**config.mk**
```make
export PLATFORM = sky130hd
export DESIGN_NAME = dpc_cmd_engine
export DESIGN_NICKNAME = d
export VERILOG_FILES = /design/src/rtl/dpc_pkg.sv /design/src/rtl/dpc_decode.sv /design/src/rtl/dpc_regs.sv /design/src/rtl/dpc_cmd_engine.sv
export SDC_FILE = /design/constraint.sdc
export NUM_CORES = 1
export LEC_CHECK = 0
export ABC_AREA = 1
export ABC_CLOCK_PERIOD_IN_PS = 4000
export BUFFER_PORTS_ARGS = -buffer_cell sky130_fd_sc_hd__buf_2
export CORE_ASPECT_RATIO = 0.8
export CORE_MARGIN = 2
export CORE_UTILIZATION = 49
export CTS_BUF_LIST = sky130_fd_sc_hd__clkbuf_4 sky130_fd_sc_hd__clkbuf_8
export DETAILED_ROUTE_END_ITERATION = 6
export HOLD_SLACK_MARGIN = 0.05
export PLACE_DENSITY = 0.72
export SLEW_MARGIN = 20
export SYNTH_ARGS = -nofsm -noshare
export SYNTH_HDL_FRONTEND = slang
export SYNTH_SLANG_ARGS = --single-unit
```
**constraint.sdc**
```tcl
create_clock -name clk -period 4 [get_ports clk]
set_clock_uncertainty 0.2 [all_clocks]
set_input_delay 0.2 -clock clk [delete_from_list [all_inputs] [get_ports clk]]
set_output_delay 0.2 -clock clk [all_outputs]
set_load 0.01 [all_outputs]
```
**src/rtl/dpc_pkg.sv**
```systemverilog
package dpc_pkg;
   localparam int BYTE_W = 8;

   localparam logic [3:0] OP_RD_TAP  = 4'b1001;
   localparam logic [3:0] OP_WR_TAP  = 4'b1010;
   localparam logic [3:0] OP_RD_SLOT = 4'b1011;
   localparam logic [3:0] OP_WR_SLOT = 4'b1100;

   typedef enum logic [2:0] {
      S_IDLE, S_ADDR, S_INSTR, S_WDATA, S_WSTOP, S_RDATA, S_RSTOP
   } st_t;

   typedef enum logic [2:0] {
      K_BAD, K_RD_TAP, K_WR_TAP, K_RD_SLOT, K_WR_SLOT
   } kind_t;

   typedef struct packed {
      kind_t      kind;
      logic [1:0] pot;
      logic [1:0] slot;
   } instr_t;
endpackage

```
**src/rtl/dpc_decode.sv**
```systemverilog
module dpc_decode
   import dpc_pkg::*;
#(
   parameter int NPOT  = 4,
   parameter int NSLOT = 4
) (
   input  logic [BYTE_W-1:0] ins,
   output instr_t            dec
);
   logic [3:0] op;
   logic       pot_ok;
   logic       slot_ok;

   assign op      = ins[7:4];
   assign pot_ok  = int'(ins[1:0]) < NPOT;
   assign slot_ok = int'(ins[3:2]) < NSLOT;

   always_comb begin
      dec.pot  = ins[1:0];
      dec.slot = ins[3:2];
      dec.kind = K_BAD;
      if (pot_ok) begin
         unique case (op)
            OP_RD_TAP:  if (ins[3:2] == 2'b00) dec.kind = K_RD_TAP;
            OP_WR_TAP:  if (ins[3:2] == 2'b00) dec.kind = K_WR_TAP;
            OP_RD_SLOT: if (slot_ok) dec.kind = K_RD_SLOT;
            OP_WR_SLOT: if (slot_ok) dec.kind = K_WR_SLOT;
            default:    dec.kind = K_BAD;
         endcase
      end
   end
endmodule

```
**src/rtl/dpc_regs.sv**
```systemverilog
module dpc_regs
   import dpc_pkg::*;
#(
   parameter int                NPOT      = 4,
   parameter int                NSLOT     = 4,
   parameter logic [BYTE_W-1:0] WIPER_RST = 8'h80
) (
   input  logic                     clk,
   input  logic                     rst_n,
   input  logic                     wr_tap,
   input  logic                     wr_slot,
   input  logic [1:0]               sel_pot,
   input  logic [1:0]               sel_slot,
   input  logic [BYTE_W-1:0]        wdata,
   input  logic                     rd_slot,
   output logic [BYTE_W-1:0]        rdata,
   output logic [NPOT*BYTE_W-1:0]   tap_flat
);
   logic [BYTE_W-1:0] tap [NPOT];
   logic [BYTE_W-1:0] img [NPOT][NSLOT];

   for (genvar p = 0; p < NPOT; p++) begin : g_pot
      always_ff @(posedge clk or negedge rst_n) begin
         if (!rst_n)                             tap[p] <= WIPER_RST;
         else if (wr_tap && sel_pot == 2'(p))    tap[p] <= wdata;
      end
      for (genvar s = 0; s < NSLOT; s++) begin : g_slot
         always_ff @(posedge clk or negedge rst_n) begin
            if (!rst_n) img[p][s] <= '0;
            else if (wr_slot && sel_pot == 2'(p) && sel_slot == 2'(s))
               img[p][s] <= wdata;
         end
      end
      assign tap_flat[p*BYTE_W +: BYTE_W] = tap[p];
   end

   always_comb begin
      rdata = '0;
      for (int p = 0; p < NPOT; p++) begin
         if (sel_pot == 2'(p)) begin
            if (!rd_slot) rdata = tap[p];
            else begin
               for (int s = 0; s < NSLOT; s++)
                  if (sel_slot == 2'(s)) rdata = img[p][s];
            end
         end
      end
   end
endmodule

```
**src/rtl/dpc_cmd_engine.sv**
```systemverilog
module dpc_cmd_engine
   import dpc_pkg::*;
#(
   parameter int                NPOT      = 4,
   parameter int                NSLOT     = 4,
   parameter logic [3:0]        ID_NIBBLE = 4'b0101,
   parameter logic [BYTE_W-1:0] WIPER_RST = 8'h80
) (
   input  logic                   clk,
   input  logic                   rst_n,
   input  logic [3:0]             addr_pins,
   input  logic                   evt_start,
   input  logic                   evt_stop,
   input  logic                   rx_vld,
   input  logic [7:0]             rx_data,
   output logic                   ack_vld,
   output logic                   ack_ok,
   output logic                   tx_vld,
   output logic [7:0]             tx_data,
   input  logic                   mack_vld,
   input  logic                   mack_nack,
   output logic [NPOT*8-1:0]      wiper_o,
   output logic                   nv_req,
   output logic [1:0]             nv_pot,
   output logic [1:0]             nv_slot,
   output logic [7:0]             nv_data
);
   if (NPOT < 1 || NPOT > 4)   begin : g_bad_npot  $error("NPOT must be 1..4");  end
   if (NSLOT < 1 || NSLOT > 4) begin : g_bad_nslot $error("NSLOT must be 1..4"); end

   localparam logic [7:0] DEV_ADDR_HI = {ID_NIBBLE, 4'b0000};

   st_t               st;
   instr_t            cur;
   instr_t            dec;
   logic [BYTE_W-1:0] wbuf;
   logic              commit;
   logic              wr_tap;
   logic              wr_slot;
   logic [BYTE_W-1:0] rdata;
   logic              addr_hit;

   dpc_decode #(.NPOT(NPOT), .NSLOT(NSLOT)) u_dec (
      .ins (rx_data),
      .dec (dec)
   );

   assign addr_hit = rx_data == (DEV_ADDR_HI | {4'b0000, addr_pins});
   assign commit   = evt_stop && !evt_start && st == S_WSTOP;
   assign wr_tap   = commit && cur.kind == K_WR_TAP;
   assign wr_slot  = commit && cur.kind == K_WR_SLOT;

   dpc_regs #(.NPOT(NPOT), .NSLOT(NSLOT), .WIPER_RST(WIPER_RST)) u_regs (
      .clk      (clk),
      .rst_n    (rst_n),
      .wr_tap   (wr_tap),
      .wr_slot  (wr_slot),
      .sel_pot  (cur.pot),
      .sel_slot (cur.slot),
      .wdata    (wbuf),
      .rd_slot  (cur.kind == K_RD_SLOT),
      .rdata    (rdata),
      .tap_flat (wiper_o)
   );

   assign tx_vld  = st == S_RDATA;
   assign tx_data = rdata;

   always_ff @(posedge clk or negedge rst_n) begin
      if (!rst_n) begin
         st      <= S_IDLE;
         cur     <= '{kind: K_BAD, pot: 2'b00, slot: 2'b00};
         wbuf    <= '0;
         ack_vld <= 1'b0;
         ack_ok  <= 1'b0;
         nv_req  <= 1'b0;
         nv_pot  <= '0;
         nv_slot <= '0;
         nv_data <= '0;
      end else begin
         ack_vld <= 1'b0;
         ack_ok  <= 1'b0;
         nv_req  <= 1'b0;
         if (evt_start) begin
            st <= S_ADDR;
         end else if (evt_stop) begin
            st <= S_IDLE;
            if (wr_slot) begin
               nv_req  <= 1'b1;
               nv_pot  <= cur.pot;
               nv_slot <= cur.slot;
               nv_data <= wbuf;
            end
         end else if (rx_vld) begin
            unique case (st)
               S_ADDR: begin
                  ack_vld <= 1'b1;
                  ack_ok  <= addr_hit;
                  st      <= addr_hit ? S_INSTR : S_IDLE;
               end
               S_INSTR: begin
                  ack_vld <= 1'b1;
                  cur     <= dec;
                  if (dec.kind == K_BAD) begin
                     st <= S_IDLE;
                  end else begin
                     ack_ok <= 1'b1;
                     st     <= (dec.kind == K_RD_TAP || dec.kind == K_RD_SLOT)
                               ? S_RDATA : S_WDATA;
                  end
               end
               S_WDATA: begin
                  ack_vld <= 1'b1;
                  ack_ok  <= 1'b1;
                  wbuf    <= rx_data;
                  st      <= S_WSTOP;
               end
               S_WSTOP: begin
                  ack_vld <= 1'b1;
                  st      <= S_IDLE;
               end
               default: ;
            endcase
         end else if (mack_vld && st == S_RDATA) begin
            st <= mack_nack ? S_RSTOP : S_IDLE;
         end
      end
   end
endmodule

```
# --- After elaboration in Yosys (flattened, before gate mapping) ---
# Cells that the tools add are included.
word_totals:
  ff_bits: 193
  input_bits: 19
  out_inout_bits: 56
  elab_cells: 144
classes:
  eq_ne: 22
  mux: 48
  bitwise: 2
  n_reduce_logical: 41
ops:
  columns: ["operator", "count"]
  rows:
  - ["two-way mux 8 bit", 24]
  - ["logical AND 1 bit", 29]
  - ["case mux 3 bit (4 select lines)", 2]
  - ["two-way mux 3 bit", 7]
  - ["equality test 4 bit, second input constant", 4]
  - ["equality test 3 x 2 -> 1 bit, second input constant", 5]
  - ["two-way mux 1 bit", 12]
  - ["equality test 3 bit, second input constant", 3]
  - ["equality test 2 bit, second input constant", 4]
  - ["equality test 8 x 7 -> 1 bit", 1]
  - ["AND reduction 4 bit", 2]
  - ["inequality test 7 x 3 -> 1 bit, second input constant", 1]
  - ["equality test 3 x 1 -> 1 bit, second input constant", 2]
  - ["zero test 2 bit", 3]
  - ["equality test 2 x 1 -> 1 bit, second input constant", 2]
  - ["two-way mux 2 bit", 2]
  - ["nonzero test 4 bit", 1]
  - ["OR reduction 4 bit", 1]
  - ["zero test 3 bit", 1]
  - ["case mux 1 bit (3 select lines)", 1]
  - ["AND reduction 3 bit", 1]
  - ["NOT 1 bit", 2]
  - ["AND reduction 2 bit", 1]
  - ["zero test 1 bit", 1]
  - ["logical OR 1 bit", 1]

# --- Logic depth before layout (Yosys ltp) ---
# Gate-level depths: netlist (run 1).
depth:
  depth_word: 25
  ltp_mapped: 15
  depth_no_buf: 14

# --- By module ---
# A second synthesis (run 1) with hierarchy kept.
unflattened:
  cells_unflattened: 1016
  area_unflattened_um2: 8674.6
by_module_without_submodules:
  columns: ["mod", "instances", "cells_per_inst", "area_per_inst_um2", "seq_area_each_um2"]
  rows:
  - ["dpc_regs", 1, 822, 7058.0, 4008.8]
  - ["dpc_cmd_engine", 1, 180, 1542.7, 825.8]
  - ["dpc_decode", 1, 14, 73.8, 0.0]

# --- Worst setup path before layout (run 1) ---
# Ideal clock, no wire load.
synth_path:
  path_type: "reg-to-output"
  start: "register cur[0] in the netlist's numbering"
  end: "output port tx_data[4]"
  arrival_ps: 1608
  t_required_ps: 3600
  path_slack_ps: 1992
  path_stages_with_launch: 14
  path_buffers: 2
  cell_sequence: "dfrtp_1 > buf_2 > nor2_2 > buf_2 > nand2_1 > nand3_1 > o21ai_0 > nand3_1 > nand2_1 > nand2_1 > nand2_1 > nand2_1 > nand2_1 > a21oi_1"
synth_between:
  elab_chain_cells: 25
  word_cells_on_any_way: 28
  cone_classes: "eq/ne (3); mux (24); reduce/logical (1)"
synth_rtl:
  columns: ["element", "line_no", "text"]
  rows:
  - ["start, declared", "dpc_cmd_engine.sv:34", "instr_t cur;"]
  - ["start signal, assigned", "dpc_cmd_engine.sv:72", "cur <= '{kind: K_BAD, pot: 2'b00, slot: 2'b00};"]
  - ["zero test 2 bit", "dpc_regs.sv:44", "if (sel_slot == 2'(s)) rdata = img[p][s];"]
  - ["two-way mux 8 bit (4 in a row)", "dpc_regs.sv:44", null]
  - ["two-way mux 8 bit", "dpc_regs.sv:41", "if (!rd_slot) rdata = tap[p];"]
  - ["two-way mux 8 bit", "dpc_regs.sv:40", "if (sel_pot == 2'(p)) begin"]
  - ["two-way mux 8 bit (4 in a row)", "dpc_regs.sv:44", null]
  - ["two-way mux 8 bit", "dpc_regs.sv:41", null]
  - ["two-way mux 8 bit", "dpc_regs.sv:40", null]
  - ["two-way mux 8 bit (4 in a row)", "dpc_regs.sv:44", null]
  - ["two-way mux 8 bit", "dpc_regs.sv:41", null]
  - ["two-way mux 8 bit", "dpc_regs.sv:40", null]
  - ["two-way mux 8 bit (4 in a row)", "dpc_regs.sv:44", null]
  - ["two-way mux 8 bit", "dpc_regs.sv:41", null]
  - ["two-way mux 8 bit (*)", "dpc_regs.sv:40", null]
  - ["end, declared", "dpc_cmd_engine.sv:19", "output logic [7:0] tx_data,"]
# Every way passes the cells marked *; elsewhere a longest branch is shown, timed or not.

# --- Worst setup path after layout (run 1) ---
# Ends and elaborated chain as after synthesis.

==> metrics.md, run 1 <==
| Metric | Value |
|---|---|
| Maximum number of pins on one net before global-route repair | `96` |
| Clock tree sinks | `193` |
| Inserted Diodes | `0` |
| Row count | `43` |
| Worst-case hold slack | `0.114 ns` |
| Min-Delay Endpoint | `st[1]$_DFFE_PN0P_` |
| Global-route usage over all layers | `28.3%` |
| Clock transition time at the flip-flop clock pins of the worst setup and hold paths | `0.10 ns` |
| Critical path class | `reg -> out` |
| HPWL Detailed | `17300 um` |
| Internal power | `2.61 mW` |
| Worst hold path depth | `6` |
| Required time at the worst-slack endpoint | `3.60 ns` |
| Maximum buffer depth of the clock tree | `2` |
| Antenna violations before repair | `0` |
| Total of warnings raised by yosys | `0` |
| Highest Signal Layer | `met4` |
| Commonest non-fill, non-tap cell in the layout | `nand2_1` |
| Outcome | `complete, no violations` |
| Sequential cell area fraction in the yosys report | `55.8%` |
| Mapped cell area | `0.00866 mm2` |
| Maximum capacitance violations | `0` |
| Die ar. | `0.0188 mm2` |
| Most prevalent standard cell on the critical path | `nand2_1` |
| Combinational share of power | `11.8%` |
| Critical path peak fanout | `23` |
| Share of the cycle needed by the critical path after routing | `89.9%` |
| Area taken by multi-input logic gates | `0.00329 mm2` |
| Shortest period the worst path allows | `3.60 ns` |
| Number of storage elements in the synthesis netlist | `193` |
| Core area | `0.0173 mm2` |
| Final GP Congestion | `0.967` |
| Detail-routed via count per cell | `5.63` |
| Slew at the pin closest to its max-slew limit | `1.10 ns` |
| Clock tree from TritonCTS | `done` |
| Drt total wl | `25500 um` |
| Max Slew Vio Count | `0` |
| Count of unique library cells instantiated by Yosys | `32` |
| DR WL met2 | `11100 um` |
| Kind of path behind the tightest hold check | `in -> reg` |
| CP Data Arrival Time | `3.20 ns` |
| Wl on met1 | `11100 um` |
| Power density relative to cell area | `386 mW/mm2` |
| I/O Buffers | `74` |
| Max Fclk | `278 MHz` |
| Switching share of power | `30.5%` |
| Register-to-Register Path Depth | `6` |
| Cell count after synthesis | `1040` |
| Worst IR Drop VDD | `0.233 mV` |
| Final standard cell area without fillers | `0.00972 mm2` |
| RSZ-0062 raised after global routing | `false` |
| Top cell family by delay on the critical path | `simple AND/OR/NAND/NOR gates` |
| IO Pins | `75` |
| Wire length of the first global-routing pass | `40400 um` |
| Leading cell types in the layout, fill and taps excluded | `nand2_1, o21ai_0, dfrtp_1` |
| Die Ht | `123 um` |
| Share of the core filled with cells | `56.1%` |
| Final Setup Violations | `0` |
| Filler Cell Count | `1624` |
| Insertion delay to the later sink of the worst-skew pair | `0.48 ns` |
| Switching Power | `1.14 mW` |
| Net total in the final layout | `1125` |
| Area grow syn2layout | `12.3%` |
| Category of the worst setup path launch point | `register` |
| Via count of the first global-routing pass | `7202` |
| Clk network pwr share | `34.6%` |
| Die Wd | `153 um` |
| Syn_area_per_cell | `8.32 um2` |
| Source of the worst hold timing path | `addr_pins[2]` |
| Number of buffers inserted during clock tree synthesis | `17` |
| Routed via count | `7572` |
| Register share of total power | `53.6%` |
| Max stage delay on crit path | `0.79 ns` |
| Number of standard cells in the final layout excluding fillers | `1344` |
| Worst-case headroom to the max-slew limit | `26.3%` |
| Minimum setup slack in the final design | `0.404 ns` |
| Number of levels in the clock H-tree | `4` |
| Total grt overflow | `0` |
| Number of buffers inserted by post-CTS setup repair | `0` |
| Flop2flop setup slack | `1.25 ns` |
| Library cell used as clock root buffer | `clkbuf_8` |
| Ratio of cells with drive above 1 in the final layout | `12.1%` |
| Worst reg2reg path endpoint | `u_regs.img[18]$_DFFE_PN0P_` |
| Slowest cell on crit path | `dfrtp_1` |
| Cell count after placement | `1293` |
| Worst slack at placement | `1.04 ns` |
| Antenna viol nets, final | `0` |
| R2r startpoint | `cur[0]$_DFFE_PN0P_` |
| Sequential cell area | `0.00483 mm2` |
| Kind of end point of the critical path | `primary output` |
| Post-route setup TNS | `0 ns` |
| DRC marker count from the first detailed-route iteration | `1020` |
| Final total power | `3.75 mW` |
| TritonRoute pass-1 iters | `6` |
| Met3 wire len | `2490 um` |
| Static Leak | `4.54 nW` |
| Cells along the critical path | `inv_2, nand2_1, nor2_1, nor2_1, nand2_1, nand2_1, nand3_1, nand2_1, nand2_1, nand2_1, nand2_1, nand2_1, a21oi_1, buf_2` |
| Post-detailed-route wirelength per cell | `19.0 um` |
| Post-detailed-route DRC marker count | `0` |
| Instance area at placement | `0.00913 mm2` |
| Initial cell density of the core | `50.0%` |
| Nets in the synthesized netlist | `1059` |
| Hold Fails Final Rpt | `0` |
| WP buf/inv | `2` |
## registers in the layout, indices dropped and copies added, names as in the netlist
name / cells
u_regs.tap_flat: 32
u_regs.img: 128
nv_data: 8
nv_pot: 2
nv_slot: 2
cur: 7
ack_ok: 1
wbuf: 8
ack_vld: 1
st: 3
nv_req: 1
## power groups by stage
stage / registers, mW / clock network, mW / logic (mW)
2_1_floorplan: 2.03 / 0 / 0.235
5_1_grt: 2.01 / 1.38 / 0.484
3_3_place_gp: 2.04 / 0 / 0.418
3_5_place_dp: 2.04 / 0 / 0.418
4_1_cts: 2.01 / 1.31 / 0.433
6_report: 2.01 / 1.30 / 0.442
## final cells by class
type                            instances  area share (%)
Clock buffer                           18            2.55
Sequential cell                       193            49.7
Timing Repair Buffer                  101            6.60
Multi-Input combinational cell        718            33.8
Inverter                               75            2.90
Tap cell                              225            2.90
Clock inverter                         14            1.47
## cell families after synthesis
family	after synthesis	synth area share, %
AOI/OAI and AO/OA	281	17.3
buffers and inverters	129	6.26
xor gates and xnor gates	4	0.405
and+or+nand+nor	433	20.2
DFF	193	55.8
## routing by layer
layer  track usage (%)  up-vias
li1                  -     3539
met1              40.4     3579
met2              42.3      385
met3              7.03       69
met4              10.7        0
met5                 0        -
## tightest hold or removal path, delay by kind of cell
kind | cells | cell delay (ns)
AND/OR/NAND/NOR | 1 | 0.12
XOR/XNOR | 1 | 0.05
AO/OA/AOI/OAI | 3 | 0.28
buffers and inverters | 1 | 0.08
## cells in the mapped netlist
cell type / n / area share [%]
a21oi_1: 41 / 2.4
a221oi_1: 5 / 0.51
a31oi_1: 1 / 0.072
buf_2: 34 / 2.0
buf_6: 2 / 0.26
clkbuf_1: 18 / 0.78
dfrtp_1: 189 / 55
dfstp_2: 4 / 1.2
inv_1: 72 / 3.1
inv_2: 3 / 0.13
nand2_1: 331 / 14
nand2_2: 6 / 0.43
nand3_1: 26 / 1.5
nand3b_1: 1 / 0.087
nand4_1: 14 / 1.0
nor2_1: 43 / 1.9
nor2_2: 2 / 0.14
nor2_4: 1 / 0.13
nor3_1: 4 / 0.23
nor3_2: 1 / 0.12
nor4_1: 1 / 0.072
o2111ai_1: 2 / 0.20
o211ai_1: 6 / 0.52
o21a_1: 12 / 1.0
o21ai_0: 193 / 11
o21ai_1: 11 / 0.64
o221ai_1: 2 / 0.20
o22ai_1: 5 / 0.36
o31ai_1: 3 / 0.26
or2_2: 3 / 0.22
xnor2_1: 2 / 0.20
xor2_1: 2 / 0.20
## worst max path at each step
stage | start | to | slack [ns] | cells past startpoint
global placement | cur[0]$_DFFE_PN0P_ | tx_data[4] | 1.07 | 14
global route | cur[0]$_DFFE_PN0P_ | tx_data[4] | 0.19 | 14
finish | cur[0]$_DFFE_PN0P_ | tx_data[4] | 0.40 | 14
floorplan | cur[0]$_DFFE_PN0P_ | tx_data[4] | 1.99 | 13
CTS | cur[0]$_DFFE_PN0P_ | tx_data[2] | 0.50 | 14
detailed placement | cur[0]$_DFFE_PN0P_ | tx_data[2] | 1.04 | 14
## repair_timing
action / in CTS / in global routing
hold buffers: 19 / 0
resized for setup: 0 / 0
endpoints found under the hold margin: 113 / 0
(Power assumes the default switching activity.)
==> run 2, diff against run 1 <==
--- a/config.mk
+++ b/config.mk
@@ -5,7 +5,6 @@
 export SDC_FILE = /design/constraint.sdc
 export NUM_CORES = 1
 export LEC_CHECK = 0
-export ABC_AREA = 1
 export ABC_CLOCK_PERIOD_IN_PS = 4000
 export BUFFER_PORTS_ARGS = -buffer_cell sky130_fd_sc_hd__buf_2
 export CORE_ASPECT_RATIO = 0.8
@@ -14,8 +13,7 @@
 export CTS_BUF_LIST = sky130_fd_sc_hd__clkbuf_4 sky130_fd_sc_hd__clkbuf_8
 export DETAILED_ROUTE_END_ITERATION = 6
 export HOLD_SLACK_MARGIN = 0.05
-export PLACE_DENSITY = 0.72
-export SLEW_MARGIN = 20
+export PLACE_DENSITY = 0.71
 export SYNTH_ARGS = -nofsm -noshare
 export SYNTH_HDL_FRONTEND = slang
 export SYNTH_SLANG_ARGS = --single-unit
==> run 2 against run 1 <==
Against the previous run:
- synthesized area up 4.1%
- register-to-register slack worse by 0.35 ns
- flip-flop and latch count unchanged
- die area up 4.0%
- via count down 22%
- routed wire length down 15%
==> metrics.md, run 2 <==
| Metric | Value |
|---|---|
| Outcome | `complete, no violations` |
| Leading cell types in the layout, fill and taps excluded | `dfrtp_1, mux2_2, buf_2` |
| Worst IR Drop VDD | `0.181 mV` |
| Largest register FFs | `128` |
| Sequential cell area fraction in the yosys report | `53.6%` |
| Final GP Congestion | `0.899` |
| Global-route usage over all layers | `23.3%` |
| Total of warnings raised by yosys | `0` |
| Post-detailed-route DRC marker count | `0` |
| WP buf/inv | `1` |
| DRC marker count from the first detailed-route iteration | `402` |
| R2r startpoint | `st[0]$_DFFE_PN0P_` |
| Post-detailed-route wirelength per cell | `22.2 um` |
| I/O Buffers | `74` |
| Inserted Diodes | `0` |
| DR WL met2 | `10100 um` |
| Synthesized-area fraction occupied by adder cells | `0%` |
| RSZ-0062 raised after global routing | `false` |
| Number of standard cells in the final layout excluding fillers | `974` |
| Wire length of the first global-routing pass | `34500 um` |
| Biggest area consumer among synthesized cells | `dfrtp_1` |
| Most common cell in the synthesized netlist | `dfrtp_1` |
| Share of the core filled with cells | `56.2%` |
| Main combinational cell family by area after synthesis | `multiplexers` |
| Max Fclk | `281 MHz` |
| Final Setup Violations | `0` |
| Initial cell density of the core | `49.9%` |
| Sequential cell area | `0.00484 mm2` |
| EDFF count, synth | `0` |
| Die Ht | `125 um` |
| Syn_area_per_cell | `13.7 um2` |
| Worst-case headroom to the max-slew limit | `27.7%` |
| Kind of path behind the tightest hold check | `in -> async` |
| Number of levels in the clock H-tree | `4` |
| Nets in the synthesized netlist | `677` |
| Area taken by multi-input logic gates | `0.00398 mm2` |
| Mapped cell area | `0.00901 mm2` |
| Fraction of synthesized area in multiplexers | `31.4%` |
| Area fraction in compound gates after synthesis | `3.71%` |
| HPWL Detailed | `14100 um` |
| Area share of and/or/nand/nor cells after synthesis | `8.72%` |
| Slowest cell on crit path | `dfrtp_2` |
| Area grow syn2layout | `12.6%` |
| TritonRoute pass-1 iters | `5` |
| Hold Fails Final Rpt | `0` |
| Cell count after placement | `926` |
| Final total power | `3.54 mW` |
| Most area-consuming cells after synthesis | `dfrtp_1, mux2_2, mux4_2` |
| Required time at the worst-slack endpoint | `3.60 ns` |
| Insertion delay to the later sink of the worst-skew pair | `0.48 ns` |
| Wl on met1 | `9690 um` |
| Share of async-settable or async-resettable flops after synthesis | `100%` |
| Ratio of cells with drive above 1 in the final layout | `45.4%` |
| Register name with the most flops | `u_regs.img` |
| Worst reg2reg path endpoint | `u_regs.img[120]$_DFFE_PN0P_` |
| Met3 wire len | `1240 um` |
| Filler Cell Count | `1423` |
| Post-route setup TNS | `0 ns` |
| Critical path class | `reg -> out` |
| Antenna violations before repair | `0` |
| Number of buffers inserted during clock tree synthesis | `17` |
| Worst-case hold slack | `0.117 ns` |
| CP Data Arrival Time | `3.16 ns` |
| Kind of end point of the critical path | `primary output` |
| Count of unique library cells instantiated by Yosys | `54` |
| Net total in the final layout | `750` |
| Clock transition time at the flip-flop clock pins of the worst setup and hold paths | `0.09 ns` |
| Synth Area in XOR/XNOR | `0.389%` |
| Max Slew Vio Count | `0` |
| Commonest non-fill, non-tap cell in the layout | `dfrtp_1` |
| Maximum number of pins on one net before global-route repair | `102` |
| Library cell used as clock root buffer | `clkbuf_8` |
| Share of the cycle needed by the critical path after routing | `89.1%` |
| Number of buffers inserted by post-CTS setup repair | `0` |
| Cell count after synthesis | `658` |
| Critical path peak fanout | `33` |
| Max stage delay on crit path | `1.10 ns` |
| Via count of the first global-routing pass | `6018` |
| Flop2flop setup slack | `0.90 ns` |
| Most common flop cell mapped by yosys | `dfrtp_1` |
| Shortest period the worst path allows | `3.56 ns` |
| Cells along the critical path | `mux4_2, mux2i_1, nor3_1, a2111o_1, buf_2` |
| Drt total wl | `21600 um` |
| Category of the worst setup path launch point | `register` |
| Routed via count | `5898` |
| Static Leak | `5.04 nW` |
| Clock tree from TritonCTS | `done` |
| Slew at the pin closest to its max-slew limit | `1.08 ns` |
| IO Pins | `75` |
| Number of storage elements in the synthesis netlist | `193` |
| Top cell family by delay on the critical path | `flip-flops` |
| Detail-routed via count per cell | `6.06` |
| Die ar. | `0.0195 mm2` |
| Row count | `44` |
| Highest Signal Layer | `met4` |
| Synth cell count leaders | `dfrtp_1, mux2_2, nand2_1` |
| Total grt overflow | `0` |
| Clock tree sinks | `193` |
| Power density relative to cell area | `349 mW/mm2` |
| Die Wd | `156 um` |
| Antenna viol nets, final | `0` |
| Maximum capacitance violations | `0` |
| Maximum buffer depth of the clock tree | `2` |
| Register-to-Register Path Depth | `5` |
| Critical Path Stages | `5` |
| Area share of the largest cell type after synthesis | `52.5%` |
| Core area | `0.0181 mm2` |
[run 2: cell type report]
class	instances	area share, %
Sequential cell	193	47.6
Multi-Input combinational cell	417	39.2
Timing Repair Buffer	96	5.88
Tap cell	230	2.84
Clock buffer	20	2.65
Clock inverter	12	1.53
Inverter	6	0.222
[run 2: worst max path at each step]
stage | start | to | slack, ns
after detailed placement | cur[0]$_DFFE_PN0P_ | tx_data[0] | 0.93
after floorplan | st[0]$_DFFE_PN0P_ | u_regs.img[88]$_DFFE_PN0P_ | 1.71
after CTS | cur[0]$_DFFE_PN0P_ | tx_data[0] | 0.36
final | cur[0]$_DFFE_PN0P_ | tx_data[0] | 0.44
after global placement | cur[0]$_DFFE_PN0P_ | tx_data[0] | 0.93
after global routing | cur[0]$_DFFE_PN0P_ | tx_data[0] | 0.20
[run 2: worst register-to-register path, cell delays in order (launching register included)]
cell and delay, ns:
dfrtp_1 0.51, nor3b_4 0.32, nand4_2 0.47, or3_1 0.79, nor2_8 0.32, mux2_2 0.37
[run 2: where the power goes]
group          leakage (nW)  internal, mW  total, mW  switching [mW]
Combinational          2.16        0.0660      0.167           0.101
Sequential             2.67          1.96       2.03          0.0664
Clock                 0.213         0.661       1.35           0.688
[run 2: kinds of logic after synthesis]
logic type,after synthesis
buffers and inverters,48
AOI/OAI and AO/OA,50
xor gates and xnor gates,4
DFF,193
muxes,217
and+or+nand+nor,146
[run 2: what timing repair did]
action,4_1_cts,5_1_grt
gates resized for setup,0,0
endpoints found under the hold margin,111,0
hold buffers,16,0
[run 2: layer usage]
metal | track usage (%) | vias to the layer above
li1 | - | 2534
met1 | 32.3 | 3096
met2 | 36.5 | 229
met3 | 4.71 | 39
met4 | 8.74 | 0
met5 | 0 | -
[run 2: through the flow]
| stage | instance area (um2) | setup WS [ns] |
|---|---|---|
| finish | 10100 | 0.435 |
| global route | 10100 | 0.199 |
| floorplan | 9010 | 1.71 |
| global placement | 9570 | 0.929 |
| detailed placement | 9570 | 0.925 |
| CTS | 10100 | 0.360 |
